### src/rtl/msi_agg_pkg.sv
package msi_agg_pkg;

  localparam int REG_AW = 12;
  localparam int REG_DW = 32;

  localparam logic [REG_AW-1:0] ADDR_EOI      = 12'h050;
  localparam logic [REG_AW-1:0] ADDR_DOORBELL = 12'h054;

  localparam int MSI_BANK_BASE  = 'h100;
  localparam int INTX_BANK_BASE = 'h180;
  localparam int BANK_STRIDE    = 'h10;
  localparam int OFS_STAT       = 'h4;
  localparam int OFS_SET        = 'h8;
  localparam int OFS_CLR        = 'hC;

  // EOI code of the first message-signalled group
  localparam int EOI_MSI_FIRST = 4;

  typedef enum logic [1:0] {FLD_NONE, FLD_STAT, FLD_SET, FLD_CLR} fld_e;

  // group index of a vector: low bits (interleaved spreading)
  function automatic int vec_group(input logic [31:0] v, input int ngrp);
    return int'(v % 32'(ngrp));
  endfunction

  // bit position of a vector inside its group
  function automatic int vec_bit(input logic [31:0] v, input int ngrp);
    return int'(v / 32'(ngrp));
  endfunction

  function automatic logic vec_ok(input logic [31:0] v, input int nvec);
    return v < 32'(nvec);
  endfunction

  function automatic logic [REG_AW-1:0] bank_addr(input int base, input int idx,
                                                  input int ofs);
    return REG_AW'(base + idx * BANK_STRIDE + ofs);
  endfunction

  function automatic fld_e field_of(input logic [REG_AW-1:0] a, input int base,
                                    input int idx);
    if (a == bank_addr(base, idx, OFS_STAT)) return FLD_STAT;
    if (a == bank_addr(base, idx, OFS_SET))  return FLD_SET;
    if (a == bank_addr(base, idx, OFS_CLR))  return FLD_CLR;
    return FLD_NONE;
  endfunction

endpackage

### src/rtl/msi_group_slice.sv
module msi_group_slice #(
  parameter int BPG = 4
) (
  input  logic           clk,
  input  logic           rst_n,
  input  logic [BPG-1:0] db_hit,
  input  logic [BPG-1:0] w1c,
  input  logic [BPG-1:0] en_set,
  input  logic [BPG-1:0] en_clr,
  input  logic           eoi_hit,
  output logic [BPG-1:0] stat_o,
  output logic [BPG-1:0] en_o,
  output logic           irq_o
);

  logic [BPG-1:0] stat_q, en_q;
  logic           blank_q;
  logic           pending;

  always_ff @(posedge clk or negedge rst_n) begin
    if (!rst_n) begin
      stat_q  <= '0;
      en_q    <= '0;
      blank_q <= 1'b0;
    end else begin
      stat_q  <= (stat_q & ~w1c) | db_hit;
      en_q    <= (en_q | en_set) & ~en_clr;
      blank_q <= eoi_hit;
    end
  end

  assign pending = |(stat_q & en_q);
  assign irq_o   = pending & ~blank_q;
  assign stat_o  = stat_q;
  assign en_o    = en_q;

  AST_W1C_CLEARS: assert property (@(posedge clk) disable iff (!rst_n)
    (|(w1c & ~db_hit)) |=> ((stat_q & $past(w1c & ~db_hit)) == '0));

  AST_ENABLE_SETS: assert property (@(posedge clk) disable iff (!rst_n)
    (|(en_set & ~en_clr)) |=> ((en_q & $past(en_set & ~en_clr)) == $past(en_set & ~en_clr)));

  AST_EOI_BLANKS: assert property (@(posedge clk) disable iff (!rst_n)
    eoi_hit |=> !irq_o);

  AST_DOORBELL_WINS: assert property (@(posedge clk) disable iff (!rst_n)
    (|(db_hit & w1c)) |=> ((stat_q & $past(db_hit & w1c)) == $past(db_hit & w1c)));

endmodule

### src/rtl/intx_line_slice.sv
module intx_line_slice (
  input  logic clk,
  input  logic rst_n,
  input  logic line_in,
  input  logic w1c,
  input  logic en_set,
  input  logic en_clr,
  input  logic eoi_hit,
  output logic stat_o,
  output logic en_o,
  output logic irq_o
);

  logic stat_q, en_q, blank_q;

  always_ff @(posedge clk or negedge rst_n) begin
    if (!rst_n) begin
      stat_q  <= 1'b0;
      en_q    <= 1'b0;
      blank_q <= 1'b0;
    end else begin
      stat_q  <= (stat_q & ~w1c) | line_in;
      en_q    <= (en_q | en_set) & ~en_clr;
      blank_q <= eoi_hit;
    end
  end

  assign irq_o  = stat_q & en_q & ~blank_q;
  assign stat_o = stat_q;
  assign en_o   = en_q;

  AST_INTX_LATCH: assert property (@(posedge clk) disable iff (!rst_n)
    line_in |=> stat_o);

  AST_INTX_EOI: assert property (@(posedge clk) disable iff (!rst_n)
    eoi_hit |=> !irq_o);

endmodule

### src/rtl/msi_agg_regif.sv
module msi_agg_regif
  import msi_agg_pkg::*;
#(
  parameter int NG  = 8,
  parameter int BPG = 4,
  parameter int NL  = 4
) (
  input  logic                     clk,
  input  logic                     rst_n,
  input  logic                     reg_wr_en,
  input  logic                     reg_rd_en,
  input  logic [REG_AW-1:0]        reg_addr,
  input  logic [REG_DW-1:0]        reg_wdata,
  input  logic [NG-1:0][BPG-1:0]   msi_stat,
  input  logic [NG-1:0][BPG-1:0]   msi_en,
  input  logic [NL-1:0]            intx_stat,
  input  logic [NL-1:0]            intx_en,
  output logic [NG-1:0][BPG-1:0]   msi_w1c,
  output logic [NG-1:0][BPG-1:0]   msi_set,
  output logic [NG-1:0][BPG-1:0]   msi_clr,
  output logic [NG-1:0]            msi_eoi,
  output logic [NL-1:0]            intx_w1c,
  output logic [NL-1:0]            intx_set,
  output logic [NL-1:0]            intx_clr,
  output logic [NL-1:0]            intx_eoi,
  output logic                     bus_db_valid,
  output logic [REG_DW-1:0]        bus_db_vec,
  output logic [REG_DW-1:0]        reg_rdata
);

  logic             eoi_wr;
  logic [REG_DW-1:0] rd_mux;

  assign eoi_wr       = reg_wr_en && (reg_addr == ADDR_EOI);
  assign bus_db_valid = reg_wr_en && (reg_addr == ADDR_DOORBELL);
  assign bus_db_vec   = reg_wdata;

  // write decode
  always_comb begin
    msi_w1c  = '0;
    msi_set  = '0;
    msi_clr  = '0;
    msi_eoi  = '0;
    intx_w1c = '0;
    intx_set = '0;
    intx_clr = '0;
    intx_eoi = '0;
    for (int g = 0; g < NG; g++) begin
      if (reg_wr_en) begin
        unique case (field_of(reg_addr, MSI_BANK_BASE, g))
          FLD_STAT: msi_w1c[g] = reg_wdata[BPG-1:0];
          FLD_SET:  msi_set[g] = reg_wdata[BPG-1:0];
          FLD_CLR:  msi_clr[g] = reg_wdata[BPG-1:0];
          default:  ;
        endcase
      end
      if (eoi_wr && reg_wdata == REG_DW'(EOI_MSI_FIRST + g)) msi_eoi[g] = 1'b1;
    end
    for (int n = 0; n < NL; n++) begin
      if (reg_wr_en) begin
        unique case (field_of(reg_addr, INTX_BANK_BASE, n))
          FLD_STAT: intx_w1c[n] = reg_wdata[0];
          FLD_SET:  intx_set[n] = reg_wdata[0];
          FLD_CLR:  intx_clr[n] = reg_wdata[0];
          default:  ;
        endcase
      end
      if (eoi_wr && reg_wdata == REG_DW'(n)) intx_eoi[n] = 1'b1;
    end
  end

  // read mux: both enable aliases return the mask
  always_comb begin
    rd_mux = '0;
    for (int g = 0; g < NG; g++) begin
      unique case (field_of(reg_addr, MSI_BANK_BASE, g))
        FLD_STAT:         rd_mux = REG_DW'(msi_stat[g]);
        FLD_SET, FLD_CLR: rd_mux = REG_DW'(msi_en[g]);
        default:          ;
      endcase
    end
    for (int n = 0; n < NL; n++) begin
      unique case (field_of(reg_addr, INTX_BANK_BASE, n))
        FLD_STAT:         rd_mux = REG_DW'(intx_stat[n]);
        FLD_SET, FLD_CLR: rd_mux = REG_DW'(intx_en[n]);
        default:          ;
      endcase
    end
  end

  always_ff @(posedge clk or negedge rst_n) begin
    if (!rst_n)         reg_rdata <= '0;
    else if (reg_rd_en) reg_rdata <= rd_mux;
  end

endmodule

### src/rtl/msi_irq_agg.sv
module msi_irq_agg
  import msi_agg_pkg::*;
#(
  parameter int NG  = 8,
  parameter int BPG = 4,
  parameter int NL  = 4
) (
  input  logic              clk,
  input  logic              rst_n,
  input  logic              reg_wr_en,
  input  logic              reg_rd_en,
  input  logic [11:0]       reg_addr,
  input  logic [31:0]       reg_wdata,
  output logic [31:0]       reg_rdata,
  input  logic              db_valid,
  input  logic [31:0]       db_vector,
  input  logic [NL-1:0]     intx_in,
  output logic [NG-1:0]     msi_irq,
  output logic [NL-1:0]     intx_irq
);

  localparam int NUM_VEC = NG * BPG;

  logic [NG-1:0][BPG-1:0] msi_stat, msi_en;
  logic [NG-1:0][BPG-1:0] msi_w1c, msi_set, msi_clr;
  logic [NG-1:0][BPG-1:0] db_hit;
  logic [NG-1:0]          msi_eoi;
  logic [NL-1:0]          intx_stat, intx_en, intx_w1c, intx_set, intx_clr, intx_eoi;
  logic                   bus_db_valid;
  logic [31:0]            bus_db_vec;
  logic                   port_db_ok, bus_db_ok;

  msi_agg_regif #(.NG(NG), .BPG(BPG), .NL(NL)) u_regif (
    .clk          (clk),
    .rst_n        (rst_n),
    .reg_wr_en    (reg_wr_en),
    .reg_rd_en    (reg_rd_en),
    .reg_addr     (reg_addr),
    .reg_wdata    (reg_wdata),
    .msi_stat     (msi_stat),
    .msi_en       (msi_en),
    .intx_stat    (intx_stat),
    .intx_en      (intx_en),
    .msi_w1c      (msi_w1c),
    .msi_set      (msi_set),
    .msi_clr      (msi_clr),
    .msi_eoi      (msi_eoi),
    .intx_w1c     (intx_w1c),
    .intx_set     (intx_set),
    .intx_clr     (intx_clr),
    .intx_eoi     (intx_eoi),
    .bus_db_valid (bus_db_valid),
    .bus_db_vec   (bus_db_vec),
    .reg_rdata    (reg_rdata)
  );

  assign port_db_ok = db_valid && vec_ok(db_vector, NUM_VEC);
  assign bus_db_ok  = bus_db_valid && vec_ok(bus_db_vec, NUM_VEC);

  // one-hot doorbell decode; both sources may land in the same cycle
  always_comb begin
    db_hit = '0;
    for (int g = 0; g < NG; g++) begin
      for (int b = 0; b < BPG; b++) begin
        if (port_db_ok && vec_group(db_vector, NG) == g && vec_bit(db_vector, NG) == b)
          db_hit[g][b] = 1'b1;
        if (bus_db_ok && vec_group(bus_db_vec, NG) == g && vec_bit(bus_db_vec, NG) == b)
          db_hit[g][b] = 1'b1;
      end
    end
  end

  for (genvar g = 0; g < NG; g++) begin : g_grp
    msi_group_slice #(.BPG(BPG)) u_grp (
      .clk     (clk),
      .rst_n   (rst_n),
      .db_hit  (db_hit[g]),
      .w1c     (msi_w1c[g]),
      .en_set  (msi_set[g]),
      .en_clr  (msi_clr[g]),
      .eoi_hit (msi_eoi[g]),
      .stat_o  (msi_stat[g]),
      .en_o    (msi_en[g]),
      .irq_o   (msi_irq[g])
    );
  end

  for (genvar n = 0; n < NL; n++) begin : g_intx
    intx_line_slice u_line (
      .clk     (clk),
      .rst_n   (rst_n),
      .line_in (intx_in[n]),
      .w1c     (intx_w1c[n]),
      .en_set  (intx_set[n]),
      .en_clr  (intx_clr[n]),
      .eoi_hit (intx_eoi[n]),
      .stat_o  (intx_stat[n]),
      .en_o    (intx_en[n]),
      .irq_o   (intx_irq[n])
    );
  end

  AST_OOR_IGNORED: assert property (@(posedge clk) disable iff (!rst_n)
    (db_valid && !vec_ok(db_vector, NUM_VEC) && !reg_wr_en) |=> $stable(msi_stat));

endmodule

### config.mk
export PLATFORM = sky130hd
export DESIGN_NAME = msi_irq_agg
export DESIGN_NICKNAME = d
export VERILOG_FILES = /design/src/rtl/msi_agg_pkg.sv /design/src/rtl/msi_group_slice.sv /design/src/rtl/intx_line_slice.sv /design/src/rtl/msi_agg_regif.sv /design/src/rtl/msi_irq_agg.sv
export SDC_FILE = /design/constraint.sdc
export NUM_CORES = 1
export LEC_CHECK = 0
export BUFFER_PORTS_ARGS = -buffer_cell sky130_fd_sc_hd__buf_2
export CAP_MARGIN = 20
export CORE_UTILIZATION = 38
export CTS_CLUSTER_SIZE = 10
export DETAILED_ROUTE_END_ITERATION = 6
export HOLD_SLACK_MARGIN = 0.06
export PLACE_DENSITY = 0.58
export SETUP_SLACK_MARGIN = 0.1
export SYNTH_ARGS = -nofsm -noshare
export SYNTH_HDL_FRONTEND = slang
export SYNTH_SLANG_ARGS = --single-unit
### constraint.sdc
create_clock -name clk -period 1.5 [get_ports clk]
set_input_delay 0.075 -clock clk [delete_from_list [all_inputs] [get_ports clk]]
set_output_delay 0.075 -clock clk [all_outputs]
set_load 0.01 [all_outputs]
==> results by group <==
Run status
  • Status: complete, but fails checks
  • Violations in the final reports: design-rule violations, negative setup slack

Setup path
  • Critical path's slowest cell: dfrtp_1
  • Crit Path Class: flip-flop to primary output
  • Family with the most delay on the worst path: buffers and inverters
  • Crit-path cells: buf_4 > buf_6 > buf_6 > a22oi_2 > a21oi_2 > buf_2
  • Kind of start point of the critical path: flip-flop
  • Endpoint arrival time on the critical path: 1500 ps
  • Worst path most repeated cell: buf_6
  • Max FO, Critical Path: 2
  • Data required time at the worst endpoint: 1420 ps
  • Longest individual stage delay on the worst path: 410 ps
  • CP Capture Type: primary output
  • WP buf/inv: 4

Floorplan
  • Die boundary height: 121.2 µm
  • Floorplan core area: 0.01388 mm²
  • Die Footprint: 0.01468 mm²
  • Count of boundary I/O pins: 129
  • Starting density of the core: 38.88%
  • Row count: 43
  • Die width: 121.2 µm

Power and ir drop
  • Pwr/cell area: 702.6 mW/mm²
  • Total power: 5473 µW
  • Leakage power of the design: 0.003353 µW
  • Maximum resistive drop on vdd: 0.5620 mV

Clocking
  • Maximum buffer depth of the clock tree: 2
  • Inserted Clock Buffers: 9
  • Clock root buffer: clkbuf_16
  • Clock tree from TritonCTS: done
  • Latest clock arrival within the worst-skew pair: 360 ps
  • Maximum level of the CTS H-tree: 3
  • Clock-pin slew of the registers on the worst-case setup and hold paths: 60 ps
  • Clock sink total: 88

STA
  • Number of slew-limit violations in the final report: 0
  • Fin. Hold Viols: 0
  • Final-layout worst hold slack: 118.7 ps
  • F_max: 634.9 MHz
  • Final min period: 1575 ps
  • Final WS setup: -75.04 ps
  • Setup skew after layout: 4.766 ps
  • Final setup violation count: 2
  • Unrepaired setup endpoints after global routing: yes
  • Fin crit share: 105.0%

Routing
  • Post-DRT Antenna Nets: 0
  • Total detailed-routing wirelength: 20850 µm
  • Detailed-route vias per instance: 5.664
  • Post-DR wirelength/cell: 19.91 µm
  • Initial DRC Count: 463
  • Post-route DRC: 2
  • Iteration count of the initial detailed-routing pass: 7
  • Vias: 5930

Synth
  • Instance count of the mapped netlist: 647
  • Fraction of registers with async set or reset after synthesis: 100.0%
  • Number of unique standard cell types used by synthesis: 57
  • Top post-synthesis cells by count: nand2_1, dfrtp_1, o21ai_0
  • Most instantiated flip-flop cell in the synthesis netlist: dfrtp_1
  • Most common cell in the netlist: nand2_1
  • Number of flops mapped to enable cells by yosys: 0
  • Area share of the largest cell type after synthesis: 40.81%
  • Library cell occupying the most area in the post-synthesis netlist: dfrtp_1
  • Total of warnings raised by yosys: 0
  • Cells taking the most area after synthesis: dfrtp_1, a22oi_1, nand2_1, o21ai_0, buf_4
  • Average instance area after synthesis: 8.341 µm²
  • Netlist area before placement: 0.005396 mm²
  • Sequential-to-total area share from yosys stat: 40.81%
  • Synthesized flop and latch total: 88

Flow run
  • # Max-Cap Violations: 0

Finish
  • Final Util: 56.12%
  • Finished Layout Cells: 1047
  • Synthesis-to-layout area growth: 44.35%
  • Net count of the finished layout: 947
  • Antenna diodes: 0
  • Filler Cells Inserted: 1282
  • Proportion of layout cells with a drive suffix above 1: 41.75%

GRT
  • GR Overflow Total: 0
  • All-layer global routing usage: 28.72%
  • Maximum number of pins on one net before global-route repair: 47
  • Number of global-route vias before repair: 5592
  • Initial antenna violation count: 0
  • First-pass GRT wire length: 31200 µm

Place
  • Quantity of I/O buffers inserted on ports: 100
  • Final Wtd Congestion: 0.9610
  • Inst Count DP: 1010
  • Worst slack at placement: -256.8 ps
  • Placed wire-length estimate: 16030 µm

Worst hold path
  • Type of the most critical hold path: input port to flip-flop
stage by stage:
| stage | instance area [µm²] | setup TNS, ps |
|---|---|---|
| after floorplan | 5647 | 0 |
| after global routing | 7790 | -242.6 |
| after CTS | 7430 | -79.34 |
| after detailed placement | 6940 | -10300 |
| after global placement | 6940 | -8151 |
| final | 7790 | -130.2 |
tightest hold or removal path: stages:
cell,delay [ps]
buf_2,170
nand4_1,100
o21ai_0,70
worst paths after layout:
kind | end | slack [ps] | depth (start not counted) | start
max | msi_irq[7] | -80 | 6 | g_grp[7].u_grp.stat_o[0]$_DFF_PN0_
min | g_grp[3].u_grp.en_o[2]$_DFF_PN0_ | 120 | 3 | reg_wdata[2]
max reg2reg | u_regif.reg_rdata[0]$_DFFE_PN0P_ | -60 | 6 | g_grp[7].u_grp.stat_o[0]$_DFF_PN0_
min reg2reg | g_intx[0].u_line.en_o$_DFF_PN0_ | 500 | 2 | g_intx[0].u_line.en_o$_DFF_PN0_
max in group asynchronous | g_grp[6].u_grp.stat_o[0]$_DFF_PN0_ | 810 | 3 | rst_n
min in group asynchronous | u_regif.reg_rdata[3]$_DFFE_PN0P_ | 150 | 2 | rst_n
sequential cells by signal, indices dropped and copies added (netlist names):
register,count
g_intx.u_line.blank_q,4
g_grp.u_grp.blank_q,8
g_grp.u_grp.en_o,32
g_intx.u_line.stat_o,4
g_grp.u_grp.stat_o,32
g_intx.u_line.en_o,4
u_regif.reg_rdata,4
power breakdown:
part | leakage (µW) | total [µW] | switching, µW | internal (µW)
Combinational | 0.00199 | 662 | 388 | 275
Sequential | 0.00120 | 2390 | 6.59 | 2380
Clock | 0.000155 | 2420 | 997 | 1430
logic make-up (layout without fill, tap and decap cells):
family / after synthesis / in the layout / share of synthesized area [%]
AND/OR/NAND/NOR: 272 / 272 / 25.46
other: 1 / 28 / 0.06949
AO/OA/AOI/OAI: 200 / 200 / 23.67
flip-flops: 88 / 88 / 40.81
buffers and inverters: 81 / 274 / 9.019
multiplexers: 5 / 5 / 0.9738
final cells by class:
| type | count | area [µm²] | share of cell area (%) |
|---|---|---|---|
| Clock inverter | 4 | 51.30 | 0.6585 |
| Inverter | 8 | 30.03 | 0.3855 |
| Clock buffer | 12 | 266.5 | 3.421 |
| Timing Repair Buffer | 250 | 1757 | 22.55 |
| Tap cell | 180 | 225.2 | 2.891 |
| Multi-Input combinational cell | 505 | 3256 | 41.79 |
| Sequential cell | 88 | 2205 | 28.30 |
routing by layer:
metal	vias to the layer above	share of wire, %	GRT usage [%]
met2	327	47	45.68
met3	45	7.5	5.169
li1	2736	-	-
met4	0	3.1	11.42
met1	2822	43	38.51
met5	-	0	0
cell usage in the layout (no fill, tap or decap), types with 9 or more instances in the layout:
cell       instances
nor2_1            29
a21oi_1           20
buf_2             98
o21ai_1           16
a22oi_2           13
nor3_1             9
nand2_1          106
nand3_1           24
nor2b_1           11
a31oi_1           13
conb_1            28
dfrtp_1           86
a22oi_1           47
buf_4            132
clkbuf_16          9
o21ai_2           17
o21ai_0           36
what timing repair did:
action                                 4_1_cts  5_1_grt
resized for setup                           20       92
setup endpoints to repair                    8       57
hold buffers                                 5        0
gates cloned                                 0        1
setup buffers                                3       14
pin swaps                                   11       29
endpoints found under the hold margin       92        0
(Power assumes the default switching activity.)
